--- config.mk ---
export PLATFORM = sky130hd
export DESIGN_NAME = sync_fanout
export DESIGN_NICKNAME = d
export VERILOG_FILES = /design/src/rtl/sync_fanout_pkg.sv /design/src/rtl/sdist_sync_edge.sv /design/src/rtl/sdist_gate.sv /design/src/rtl/sdist_ctrl_reg.sv /design/src/rtl/sync_fanout.sv
export SDC_FILE = /design/constraint.sdc
export NUM_CORES = 1
export LEC_CHECK = 0
export BUFFER_PORTS_ARGS = -buffer_cell sky130_fd_sc_hd__buf_2
export CAP_MARGIN = 20
export CORE_MARGIN = 2
export CORE_UTILIZATION = 40
export DETAILED_ROUTE_END_ITERATION = 10
export GPL_TIMING_DRIVEN = 0
export MAX_ROUTING_LAYER = met4
export PLACE_DENSITY = 0.68
export SLEW_MARGIN = 20
export SYNTH_ARGS = -nofsm -noshare
export SYNTH_HDL_FRONTEND = slang
export SYNTH_SLANG_ARGS = --single-unit
--- constraint.sdc ---
create_clock -name clk -period 0.9 [get_ports clk]
set_input_delay 0.135 -clock clk [delete_from_list [all_inputs] [get_ports clk]]
set_output_delay 0.135 -clock clk [all_outputs]
set_load 0.03 [all_outputs]
--- src/rtl/sync_fanout_pkg.sv ---
package sync_fanout_pkg;

    localparam int CTRL_W  = 8;
    localparam int NUM_TGT = 4;

    // Bit positions are decoded by the gating logic and by software.
    typedef struct packed {
        logic mon_en;    // bit 7
        logic hb_once;   // bit 6
        logic hb_en;     // bit 5
        logic nco_once;  // bit 4
        logic nco_en;    // bit 3
        logic div_once;  // bit 2
        logic div_en;    // bit 1
        logic master;    // bit 0
    } sync_ctrl_t;

    typedef enum int {
        TGT_MON = 0,
        TGT_DIV = 1,
        TGT_NCO = 2,
        TGT_HB  = 3
    } sync_tgt_e;

    function automatic int en_bit(input int t);
        case (t)
            TGT_MON: return 7;
            TGT_DIV: return 1;
            TGT_NCO: return 3;
            default: return 5;
        endcase
    endfunction

    function automatic int once_bit(input int t);
        case (t)
            TGT_DIV: return 2;
            TGT_NCO: return 4;
            TGT_HB:  return 6;
            default: return 0;
        endcase
    endfunction

    function automatic bit has_once(input int t);
        return t != TGT_MON;
    endfunction

endpackage

--- src/rtl/sdist_sync_edge.sv ---
module sdist_sync_edge #(
    parameter int STAGES = 2
) (
    input  logic clk,
    input  logic rst,
    input  logic async_i,
    output logic rise_o
);
    logic [STAGES-1:0] chain_q;
    logic              prev_q;

    always_ff @(posedge clk) begin
        if (rst) begin
            chain_q <= '0;
            prev_q  <= 1'b0;
        end else begin
            chain_q <= {chain_q[STAGES-2:0], async_i};
            prev_q  <= chain_q[STAGES-1];
        end
    end

    assign rise_o = chain_q[STAGES-1] & ~prev_q;

    // an edge indication can never last two cycles
    a_r7_edge_single: assert property (@(posedge clk) disable iff (rst)
        rise_o |=> !rise_o);
endmodule

--- src/rtl/sdist_gate.sv ---
module sdist_gate #(
    parameter bit ONE_SHOT = 1'b1
) (
    input  logic clk,
    input  logic rst,
    input  logic edge_i,
    input  logic master_i,
    input  logic en_i,
    input  logic once_i,
    output logic pulse_o,
    output logic clr_o
);
    logic fire;
    logic pulse_q;

    assign fire  = edge_i & master_i & en_i;
    assign clr_o = ONE_SHOT && fire && once_i;

    always_ff @(posedge clk) begin
        if (rst) pulse_q <= 1'b0;
        else     pulse_q <= fire;
    end

    assign pulse_o = pulse_q;

    // every delivered pulse was qualified by master and path enable
    a_r2_pulse_qualified: assert property (@(posedge clk) disable iff (rst)
        pulse_o |-> $past(master_i && en_i));

    // delivered pulses are one cycle wide
    a_r7_pulse_width: assert property (@(posedge clk) disable iff (rst)
        pulse_o |=> !pulse_o);
endmodule

--- src/rtl/sdist_ctrl_reg.sv ---
module sdist_ctrl_reg
    import sync_fanout_pkg::*;
(
    input  logic                clk,
    input  logic                rst,
    input  logic                we_i,
    input  logic [CTRL_W-1:0]   wdata_i,
    input  logic [NUM_TGT-1:0]  clr_i,
    output logic [CTRL_W-1:0]   q_o
);
    logic [CTRL_W-1:0] q_r;
    logic [CTRL_W-1:0] nxt;

    always_comb begin
        nxt = we_i ? wdata_i : q_r;
        for (int t = 0; t < NUM_TGT; t++) begin
            if (clr_i[t]) nxt[en_bit(t)] = 1'b0;
        end
    end

    always_ff @(posedge clk) begin
        if (rst) q_r <= '0;
        else     q_r <= nxt;
    end

    assign q_o = q_r;

    // reset empties the register
    a_r9_reset_clear: assert property (@(posedge clk)
        rst |=> (q_o == '0));

    // a write with no concurrent self-clear lands unchanged
    a_r10_write_load: assert property (@(posedge clk) disable iff (rst)
        (we_i && clr_i == '0) |=> (q_o == $past(wdata_i)));

    for (genvar t = 0; t < NUM_TGT; t++) begin : g_chk
        // a self-clear wins over any write in the same cycle
        a_r8_clear_wins: assert property (@(posedge clk) disable iff (rst)
            clr_i[t] |=> !q_o[en_bit(t)]);
    end
endmodule

--- src/rtl/sync_fanout.sv ---
module sync_fanout
    import sync_fanout_pkg::*;
#(
    parameter int SYNC_STAGES = 2
) (
    input  logic              clk,
    input  logic              rst,
    input  logic              cfg_we,
    input  logic [CTRL_W-1:0] cfg_wdata,
    output logic [CTRL_W-1:0] cfg_rdata,
    input  logic              sync_in,
    output logic              mon_sync_o,
    output logic              div_sync_o,
    output logic              nco_sync_o,
    output logic              hb_sync_o
);
    logic [CTRL_W-1:0]  ctrl_bits;
    sync_ctrl_t         ctrl;
    logic               sync_rise;
    logic [NUM_TGT-1:0] pulse;
    logic [NUM_TGT-1:0] clr;

    sdist_sync_edge #(.STAGES(SYNC_STAGES)) u_edge (
        .clk     (clk),
        .rst     (rst),
        .async_i (sync_in),
        .rise_o  (sync_rise)
    );

    sdist_ctrl_reg u_reg (
        .clk     (clk),
        .rst     (rst),
        .we_i    (cfg_we),
        .wdata_i (cfg_wdata),
        .clr_i   (clr),
        .q_o     (ctrl_bits)
    );

    assign ctrl = sync_ctrl_t'(ctrl_bits);

    for (genvar t = 0; t < NUM_TGT; t++) begin : g_tgt
        sdist_gate #(.ONE_SHOT(has_once(t))) u_gate (
            .clk      (clk),
            .rst      (rst),
            .edge_i   (sync_rise),
            .master_i (ctrl.master),
            .en_i     (ctrl_bits[en_bit(t)]),
            .once_i   (ctrl_bits[once_bit(t)]),
            .pulse_o  (pulse[t]),
            .clr_o    (clr[t])
        );
    end

    assign cfg_rdata  = ctrl_bits;
    assign mon_sync_o = pulse[TGT_MON];
    assign div_sync_o = pulse[TGT_DIV];
    assign nco_sync_o = pulse[TGT_NCO];
    assign hb_sync_o  = pulse[TGT_HB];

    // with master low nothing leaves the block on the next cycle
    a_r1_master_gate: assert property (@(posedge clk) disable iff (rst)
        !ctrl.master |=> (pulse == '0));

    // the monitor path never requests a self-clear
    a_r2_mon_no_clear: assert property (@(posedge clk) disable iff (rst)
        !clr[TGT_MON]);
endmodule

---- Word-level counts from Yosys, hierarchy flattened ----
Cells that the tools add are included.
storage, ports and cells
  register bits after elaboration ......... 15
  input port bits ......................... 12
cells by class
  magnitude comparators ................... 6
  multiplexer cells ....................... 13
  bitwise logic cells ..................... 13
  reductions and logical operators ........ 6
operators with widths
  operator               count
  $ge A32 B1 Y1 const B  3
  $lt A32 B5 Y1 const B  3
  $mux W32               3
  $mux W8                4
  $and A8 B8 Y8          3
  $not A8 Y8             3
  $demux W1 S3           3
  $and A1 B1 Y1          6
  $logic_and A1 B1 Y1    6
  $mux W1                3
  $not A1 Y1             1

---- Logic depth before layout (Yosys ltp) ----
Gate-level depths: netlist of the first run.
  depth in word-level cells ............... 17
  gate-level depth with buffers ........... 3
  depth with buffers taken out ............ 2

---- Hierarchy ----
A second synthesis of the first run with hierarchy kept.
unflattened totals
  cells, all modules ...................... 46
  area total of the unflattened synthesis .. 556.8 µm²
by module, submodules not included
  module                             instances  cells an instance  area each (µm²)
  sdist_ctrl_reg                     1          26                 311.5
  sdist_gate at g_tgt[1].u_gate ...  3          3                  38.8
  sdist_sync_edge                    1          7                  87.6
  sdist_gate at g_tgt[0].u_gate      1          4                  41.3

---- Worst setup path after synthesis of the first run ----
No wires, ideal clock.
  kind .................................... register -> register
  from .................................... register u_reg.q_r[0] (netlist: u_reg.q_o[0])
  to ...................................... register u_reg.q_r[3] (netlist: u_reg.q_o[3])
  library setup time ...................... 0.091 ns
  arrival time ............................ 0.720 ns
  data required time ...................... 0.809 ns
  path slack .............................. 0.089 ns
  stages on the path, launching flop included .. 3
  buffers on the path ..................... 0
  clock period less this slack ............ 0.811 ns
  cells stage by stage .................... dfxtp_1 > and3b_1 > a311oi_1
between the ends
  cells in the longest elaborated chain, start to end .. 8
ends and longest elaborated chain
  what                            line                  source
  start, declared                 sdist_ctrl_reg.sv:11  logic [CTRL_W-1:0] q_r;
  start signal, assigned          sdist_ctrl_reg.sv:23  else q_r <= nxt;
  $and A1 B1 Y1 *                 sdist_gate.sv:16      assign fire = edge_i & master_i & en_i;
  $and A1 B1 Y1                   sdist_gate.sv:16
  $logic_and A1 B1 Y1             sdist_gate.sv:17      assign clr_o = ONE_SHOT && fire && once_i;
  $mux W8                         sdist_ctrl_reg.sv:17  if (clr_i[t]) nxt[en_bit(t)] = 1'b0;
  $and A8 B8 Y8 (no source line)  --
  $mux W8                         sdist_ctrl_reg.sv:17
  $and A8 B8 Y8 (no source line)  --
  $mux W8 *                       sdist_ctrl_reg.sv:17
Every way passes the cells marked *; elsewhere a longest branch is shown, timed or not.
A chain may end at the register's enable or synchronous reset.

---- Final worst setup path of the first run ----
  from .................................... register u_reg.q_r[5] (netlist: u_reg.q_o[5])
  to ...................................... output port cfg_rdata[5]
RTL lines
  what           line               source
  end, declared  sync_fanout.sv:10  output logic [CTRL_W-1:0] cfg_rdata,
No word-level cell between the ends.

==> impl_metrics.json, run 1 <==
{
  "status": "finished, violations left",
  "violations": "negative setup slack",
  "antennaDiodeCount": 0,
  "finalWorstSetupSlack_ns": -0.09608,
  "synth_warnings": 0,
  "synthesis.nets": 64,
  "cts_num_sinks": 15,
  "h-tree-depth": 1,
  "skew_ns": 0.001946,
  "final-hold-violation-count": 0,
  "stdcell_count": 96,
  "fin_crit_sh": 1.107,
  "r2r-start": "u_edge.chain_q[1]",
  "startpoint_type": "flop",
  "antenna_found_initial": 0,
  "synthDistinctLibCells": 11,
  "startpoint": "u_reg.q_o[5]",
  "clockBufferDepth": 2,
  "viasPerCell": 4.719,
  "ant_nets": 0,
  "crit_path_max_fanout": 4,
  "layout-drive-gt1-share": 0.6667,
  "slew_headroom": 0.8717,
  "end_kind": "output pin",
  "dp.cells": 89,
  "die_width_um": 42.18,
  "clkLatencyLatePin_ns": 0.27,
  "critPathCapture": "cfg_rdata[5]",
  "crit_arrival_ns": 0.86,
  "rsz0062_at_grt": "true",
  "gp_congestion": 0.6419,
  "synth_seq_cells": 15,
  "grt_pass1_wl_mm": 1.918,
  "drc": 0,
  "grt_max_degree": 11,
  "firstDrtPassIters": 4,
  "setup_viol": 5,
  "cts_tree": "built",
  "syn_area_per_cell_um2": 11.21,
  "fill_cells": 114,
  "avgRoutedWirePerCell_um": 11.94,
  "cts_hold_buf": 0,
  "row_count": 13,
  "dieHeight_um": 42.18,
  "nets": 94,
  "grt_pass1_vias": 434,
  "synth_area_um2": 583.1,
  "fmax_mhz": 1004,
  "reg2reg_slack_ns": 0.02,
  "coreArea_um2": 1334,
  "cts_root_buffer": "clkbuf_4",
  "drt-initial-drc-count": 7,
  "r2r_cells": 2,
  "dieArea_um2": 1779,
  "initial_utilization": 0.4371,
  "finalMaxSlewViolations": 0,
  "area_growth_pct": 51.07,
  "leakage_uw": 0.0004234,
  "hp-class": "in -> reg",
  "num_vias": 453,
  "worstSetupPathType": "reg -> out",
  "layout_min_cycle_time_ns": 0.9961,
  "yosysSeqAreaShare": 0.5150,
  "postSynthCellCount": 52,
  "cp.required_ns": 0.76,
  "grt_usage": 0.1494,
  "min_from": "rst",
  "grt_overflow": 0,
  "vdd_drop_max_mv": 0.9310,
  "ios": 24,
  "fin_util": 0.6604,
  "drv_cap": 0,
  "p_per_area_nw_per_um2": 1501,
  "clkTransAtPathRegs_ns": 0.08,
  "worstMarginPinSlew_ns": 0.1871,
  "port_buffers": 22,
  "wl_mm": 1.146,
  "r2r_end": "u_reg.q_o[5]",
  "cts_buffers": 3
}
[worst max-delay path: stages (launching register included)]
cell and delay (ns):
dfxtp_2 0.35, buf_6 0.11, buf_6 0.12
[layer usage]
| metal | GRT usage | share of wire | wire [µm] |
|---|---|---|---|
| met5 | - | 0 | 0 |
| met1 | 0.1706 | 0.43 | 496 |
| met3 | 0.03879 | 0.072 | 82 |
| met2 | 0.2308 | 0.49 | 562 |
| met4 | 0.09375 | 0.0035 | 4 |
[synth_stat cells]
| cell type | instances | area (µm²) |
|---|---|---|
| nor2_1 | 5 | 18.77 |
| and2_1 | 6 | 37.54 |
| and3b_1 | 1 | 8.760 |
| and4bb_2 | 1 | 12.51 |
| dfxtp_1 | 15 | 300.3 |
| buf_6 | 2 | 22.52 |
| a211oi_1 | 2 | 15.01 |
| a311oi_1 | 1 | 8.760 |
| buf_4 | 8 | 60.06 |
| nor2b_1 | 3 | 18.77 |
| mux2i_1 | 8 | 80.08 |
[placed cells by master (no fill, tap or decap)]
cell type / instances
dfxtp_2: 12
mux2i_1: 8
dfxtp_1: 3
nor2b_1: 3
a311oi_1: 1
clkbuf_1: 1
nor2_1: 5
clkbuf_4: 3
and3b_2: 1
buf_2: 10
and2_1: 6
buf_6: 19
a211oi_2: 2
buf_4: 6
and4bb_2: 1
[metrics by stage]
step                      power (µW)  instance area (µm²)  hold slack, ns  setup TNS, ns  setup WS, ns
final                           1323                880.8         0.05970        -0.3964      -0.09608
after global routing            1404                880.8         0.03358        -0.6944       -0.1423
after CTS                       1345                859.6         0.04391        -0.4588       -0.1040
after detailed placement       905.6                711.9          0.3469              0      0.005902
after global placement         900.0                711.9          0.3339              0       0.03462
after floorplan                850.5                583.1          0.2066              0       0.08863
[final cells by class]
class / instances / area (µm²) / share of cell area
clock buffer: 4 / 26.28 / 0.02983
sequential: 15 / 315.3 / 0.3580
multi-input combinational: 27 / 211.5 / 0.2401
tap: 15 / 18.77 / 0.02131
buffer: 7 / 78.83 / 0.08949
timing repair buffer: 28 / 230.2 / 0.2614
[registers in the layout, indices dropped and copies added, names as in the netlist]
name / count
u_edge.chain_q: 2
u_reg.q_o: 8
u_edge.prev_q: 1
g_tgt.u_gate.pulse_o: 4
[where the power goes]
group,leakage (µW),switching [µW],total (µW),internal (µW)
sequential,0.000128,19.4,714,694
combinational,0.000281,105,237,133
clock,0.0000150,200,372,172
[cell families (layout without fill, tap and decap cells)]
kind of cell / after synthesis / in the layout / share of synthesized area
buf+inv: 10 / 39 / 0.1416
simple gates: 16 / 16 / 0.1652
mux: 8 / 8 / 0.1373
compound gates: 3 / 3 / 0.04077
flops: 15 / 15 / 0.5150
[worst min-delay path by stage]
| stage | end | depth (start not counted) |
|---|---|---|
| 6_report | u_edge.chain_q[1] | 2 |
| 3_3_place_gp | u_edge.chain_q[1] | 2 |
| 4_1_cts | u_edge.chain_q[1] | 2 |
| 5_1_grt | u_edge.chain_q[1] | 2 |
| 2_1_floorplan | u_edge.chain_q[1] | 1 |
| 3_5_place_dp | u_edge.chain_q[1] | 2 |
[what timing repair did]
| action | CTS | global route |
|---|---|---|
| setup endpoints to repair | 13 | 15 |
| pin swaps | 1 | 3 |
| resized for setup | 35 | 9 |
| setup buffers | 6 | 0 |
No activity file was read; power rests on OpenSTA's default activity.
==> run 2: changes to the inputs <==
--- a/config.mk
+++ b/config.mk
@@ -5,14 +5,16 @@
 export SDC_FILE = /design/constraint.sdc
 export NUM_CORES = 1
 export LEC_CHECK = 0
+export ABC_AREA = 1
 export BUFFER_PORTS_ARGS = -buffer_cell sky130_fd_sc_hd__buf_2
 export CAP_MARGIN = 20
 export CORE_MARGIN = 2
-export CORE_UTILIZATION = 40
+export CORE_UTILIZATION = 44
+export CTS_BUF_LIST = sky130_fd_sc_hd__clkbuf_8
 export DETAILED_ROUTE_END_ITERATION = 10
 export GPL_TIMING_DRIVEN = 0
 export MAX_ROUTING_LAYER = met4
-export PLACE_DENSITY = 0.68
+export PLACE_DENSITY_LB_ADDON = 0.15
 export SLEW_MARGIN = 20
 export SYNTH_ARGS = -nofsm -noshare
 export SYNTH_HDL_FRONTEND = slang
==> impl_metrics.json, run 2 <==
{
  "status": "finished, violations left",
  "violations": "negative setup slack",
  "cts_tree": "built",
  "power.switching_uw": 368.8,
  "combPwrFrac": 0.173,
  "dp_hpwl_um": 750.7,
  "startpoint_type": "flop",
  "viasPerCell": 4.347,
  "synth_area_um2": 618.1,
  "cts_num_sinks": 15,
  "num_vias": 526,
  "layout-drive-gt1-share": 0.5189,
  "register_area_um2": 311.5,
  "cp.required_ns": 0.76,
  "finalMaxSlewViolations": 0,
  "clockPowerShare": 0.344,
  "largest_reg_flops": 8,
  "coreArea_um2": 1301,
  "dieArea_um2": 1721,
  "fmax_mhz": 1065,
  "layout_min_cycle_time_ns": 0.9389,
  "synth_top_area_cell": "dfxtp_1",
  "grt_pass1_wl_mm": 2.001,
  "fin_util": 0.6740,
  "final-hold-violation-count": 0,
  "antenna_found_initial": 0,
  "leakage_uw": 0.0004351,
  "firstDrtPassIters": 4,
  "hold-worst-slack_ns": 0.09261,
  "rsz0062_at_grt": "true",
  "slowest_stage": "dfxtp_2",
  "crit_path_cell_trace": "buf_6, buf_6",
  "vdd_drop_max_mv": 1.142,
  "synthesis.nets": 91,
  "p_total_uw": 1495,
  "synth_seq_cells": 15,
  "area_growth_pct": 41.90,
  "h-tree-depth": 1,
  "sw_frac_of_total": 0.2467,
  "fill_cells": 117,
  "clockBufferDepth": 2,
  "power_report.internal_total_uw": 1126,
  "layout_commonest_cell": "nor2_1",
  "dieHeight_um": 41.48,
  "gp_congestion": 0.6880,
  "initial_utilization": 0.4750,
  "hp-class": "in -> reg",
  "slew_headroom": 0.8416,
  "grt_pass1_vias": 501,
  "fin_crit_sh": 1.043,
  "die_width_um": 41.48,
  "synth_most_common_cell": "nor2_1",
  "clkTransAtPathRegs_ns": 0.06,
  "syn_area_per_cell_um2": 7.824,
  "worst_path_largest_cell_delay_ns": 0.33,
  "final_cell_mix": "nor2_1, inv_1, buf_2",
  "ant_nets": 0,
  "cp_common_cell": "buf_6",
  "p_seq_frac": 0.483,
  "row_count": 13,
  "nets": 119,
  "synth_area_leaders": "dfxtp_1, nor2_1, buf_4, inv_1, o21ai_0",
  "avgRoutedWirePerCell_um": 9.339,
  "clkLatencyLatePin_ns": 0.24,
  "synth_edf_count": 0,
  "ios": 24,
  "wl_mm": 1.130,
  "synth_warnings": 0,
  "port_buffers": 22,
  "drc": 0,
  "cts_root_buffer": "clkbuf_8",
  "worstMarginPinSlew_ns": 0.2373,
  "p_per_area_nw_per_um2": 1704,
  "setup_viol": 1,
  "multi_input_area_um2": 202.7,
  "crit_arrival_ns": 0.80,
  "grt_max_degree": 10,
  "yosys-top-cells-count": "nor2_1, dfxtp_1, inv_1, buf_4, nand2_1",
  "finalWorstSetupSlack_ns": -0.03887,
  "postSynthCellCount": 79,
  "crit_path_max_fanout": 2,
  "drt-initial-drc-count": 8,
  "grt_overflow": 0,
  "synthDistinctLibCells": 12,
  "end_kind": "output pin",
  "synth_top_area_frac": 0.4858,
  "synth_flop_cell": "dfxtp_1",
  "yosysSeqAreaShare": 0.4858,
  "antennaDiodeCount": 0,
  "cts_buffers": 3,
  "skew_ns": 0.0007093,
  "synthArstFlopShare": 0,
  "worstSetupPathType": "reg -> out",
  "grt_usage": 0.1552,
  "drv_cap": 0
}
[run 2: layout make-up]
type | instances | share of cell area
sequential | 15 | 0.3552
timing repair buffer | 30 | 0.2539
multi-input combinational | 42 | 0.2311
inverter | 13 | 0.06134
clock buffer | 3 | 0.04708
buffer | 2 | 0.02568
tap | 15 | 0.02140
clock inverter | 1 | 0.004280
[run 2: worst max-delay path: cells and delay by family (launching register included)]
kind / cells / cell delay (ns)
buffers and inverters: 2 / 0.23
DFF: 1 / 0.33
[run 2: layer usage]
| metal | global-route usage | wire (µm) |
|---|---|---|
| met5 | - | 0 |
| met4 | 0.05806 | 19 |
| met3 | 0.05652 | 72 |
| met2 | 0.2344 | 517 |
| met1 | 0.1887 | 520 |
[run 2: repair_timing]
item | CTS | global route
setup endpoints to repair | 8 | 6
resized for setup | 25 | 5
pin swaps | 0 | 4
hold buffers | 0 | 0
buffers inserted | 6 | 2
[run 2: power by group through the flow]
stage / clock [µW] / combinational, µW / sequential [µW]
floorplan: 0 / 159 / 727
global placement: 0 / 213 / 730
detailed placement: 0 / 216 / 731
CTS: 529 / 252 / 721
global route: 574 / 281 / 725
finish: 515 / 258 / 722
[run 2: kinds of logic (layout without fill, tap and decap cells)]
family | after synthesis | after routing | share of synthesized area
simple gates | 37 | 37 | 0.2713
compound gates | 5 | 5 | 0.04048
flops | 15 | 15 | 0.4858
buf+inv | 22 | 49 | 0.2024
[run 2: metrics by stage]
stage                     instance area, µm²  worst slack, ns  TNS (ns)  cells
after global placement                 747.0          0.09979         0    116
after detailed placement               747.0          0.09393         0    116
final                                  877.1         -0.03887  -0.03887    121
after CTS                              848.3         -0.03179  -0.03179    119
after floorplan                        618.1           0.1751         0     79
after global routing                   877.1         -0.06562  -0.07181    121
[run 2: path summary, 6_finish.rpt]
| path | start | to | slack [ns] | cells after the start |
|---|---|---|---|---|
| setup reg to reg | u_reg.q_o[0] | u_reg.q_o[3] | 0.04 | 4 |
| hold reg to reg | u_edge.chain_q[0] | u_edge.chain_q[1] | 0.40 | 2 |
| setup / recovery | u_reg.q_o[0] | cfg_rdata[0] | -0.04 | 2 |
| hold / removal | sync_in | u_edge.chain_q[0] | 0.09 | 3 |
==> run 3: changes to the inputs <==
--- a/config.mk
+++ b/config.mk
@@ -5,11 +5,11 @@
 export SDC_FILE = /design/constraint.sdc
 export NUM_CORES = 1
 export LEC_CHECK = 0
-export ABC_AREA = 1
+export ABC_AREA = 0
 export BUFFER_PORTS_ARGS = -buffer_cell sky130_fd_sc_hd__buf_2
 export CAP_MARGIN = 20
 export CORE_MARGIN = 2
-export CORE_UTILIZATION = 44
+export CORE_UTILIZATION = 43
 export CTS_BUF_LIST = sky130_fd_sc_hd__clkbuf_8
 export DETAILED_ROUTE_END_ITERATION = 10
 export GPL_TIMING_DRIVEN = 0
==> impl_metrics.json, run 3 (synthesis results as in run 1) <==
{
  "hp-class": "in -> reg",
  "place_area_um2": 711.9,
  "vdd_drop_max_mv": 1.307,
  "status": "finished, violations left",
  "firstDrtPassIters": 4,
  "ant_nets": 0,
  "port_buffers": 22,
  "leakage_uw": 0.0004080,
  "worstMarginPinSlew_ns": 0.1758,
  "dr_wl_met2_um": 528,
  "fin_crit_sh": 1.048,
  "dieArea_um2": 1667,
  "grt_pass1_vias": 384,
  "fmax_mhz": 1060,
  "p_per_area_nw_per_um2": 1745,
  "nets": 90,
  "skew_ns": 0.004614,
  "met3_length_um": 82,
  "drt-initial-drc-count": 9,
  "largest_reg_flops": 8,
  "rsz0062_at_grt": "true",
  "cts_num_sinks": 15,
  "layout-drive-gt1-share": 0.6234,
  "clkLatencyLatePin_ns": 0.25,
  "clockPowerShare": 0.365,
  "wl_mm": 1.077,
  "avgRoutedWirePerCell_um": 11.71,
  "drc": 0,
  "row_count": 13,
  "antennaDiodeCount": 0,
  "crit_path_cell_trace": "buf_6, buf_6",
  "cts_root_buffer": "clkbuf_8",
  "crit_path_max_fanout": 2,
  "fin_util": 0.6534,
  "final-hold-violation-count": 0,
  "finalSetupTns_ns": -0.04361,
  "ios": 24,
  "layout_commonest_cell": "buf_6",
  "worstSetupPathType": "reg -> out",
  "dp_hpwl_um": 679.7,
  "clkTransAtPathRegs_ns": 0.06,
  "initial_utilization": 0.4537,
  "num_vias": 454,
  "cp_num_buf_inv": 2,
  "crit_arrival_ns": 0.81,
  "final_cell_mix": "buf_6, buf_2, buf_4",
  "antenna_found_initial": 0,
  "grt_overflow": 0,
  "drv_cap": 0,
  "layout_min_cycle_time_ns": 0.9436,
  "routed.top_layer": "met4",
  "end_kind": "output pin",
  "viasPerCell": 4.935,
  "p_seq_frac": 0.488,
  "p_total_uw": 1465,
  "coreArea_um2": 1285,
  "finalMaxSlewViolations": 0,
  "power_report.internal_total_uw": 1118,
  "violations": "negative setup slack",
  "grt_max_degree": 11,
  "cts_tree": "built",
  "h-tree-depth": 1,
  "critPathTopFamily": "flip-flops",
  "power.switching_uw": 347.5,
  "worst_path_largest_cell_delay_ns": 0.33,
  "slew_headroom": 0.8794,
  "cts_hold_buf": 0,
  "area_growth_pct": 43.99,
  "cp.required_ns": 0.76,
  "wirelength_met1_um": 451,
  "cp_common_cell": "buf_6",
  "grt_usage": 0.1672,
  "fill_cells": 109,
  "gp_congestion": 0.6321,
  "setup_viol": 1,
  "slowest_stage": "dfxtp_2",
  "startpoint_type": "flop",
  "grt_pass1_wl_mm": 1.628,
  "cts_buffers": 3,
  "combPwrFrac": 0.147,
  "pre_cts_ws_ns": 0.03011,
  "dieHeight_um": 40.83,
  "die_width_um": 40.83,
  "sw_frac_of_total": 0.2372,
  "fin_area_um2": 839.6,
  "finalWorstSetupSlack_ns": -0.04361,
  "clockBufferDepth": 2
}
[run 3: power groups by stage]
stage               Clock (µW)  Sequential (µW)  Combinational, µW
CTS                        549              714                211
global route               592              717                233
floorplan                    0              720                131
detailed placement           0              724                180
finish                     534              715                216
global placement             0              724                178
[run 3: final timing paths]
check | startpoint | endpoint | slack (ns) | cells past startpoint
setup / recovery | u_reg.q_o[2] | cfg_rdata[2] | -0.04 | 2
hold / removal | rst | u_edge.chain_q[1] | 0.09 | 2
setup reg to reg | u_reg.q_o[1] | u_reg.q_o[1] | 0.03 | 3
hold reg to reg | u_edge.chain_q[0] | u_edge.chain_q[1] | 0.45 | 1
[run 3: routing by layer]
layer  track usage  vias up
met5             -        -
met4       0.07500        0
met3       0.09783        5
met2        0.2578       17
met1        0.1694      215
li1              -      217
[run 3: final cells by class]
type / instances / area (µm²) / share of cell area
sequential: 15 / 310.3 / 0.3696
timing repair buffer: 28 / 215.2 / 0.2563
multi-input combinational: 27 / 215.2 / 0.2563
buffer: 3 / 33.78 / 0.04024
tap: 15 / 18.77 / 0.02235
clock buffer: 3 / 41.29 / 0.04918
clock inverter: 1 / 5.005 / 0.005961
[run 3: timing repair]
action	4_1_cts	5_1_grt
gates resized for setup	25	12
pin swaps	0	1
setup buffers	6	0
hold endpoints to repair	0	0
endpoints found under the setup margin	8	8
[run 3: through the flow]
| step | cells | hold slack (ns) |
|---|---|---|
| after floorplan | 52 | 0.2066 |
| after global placement | 89 | 0.3465 |
| after detailed placement | 89 | 0.3491 |
| after CTS | 92 | 0.08998 |
| after global routing | 92 | 0.09322 |
| final | 92 | 0.08927 |
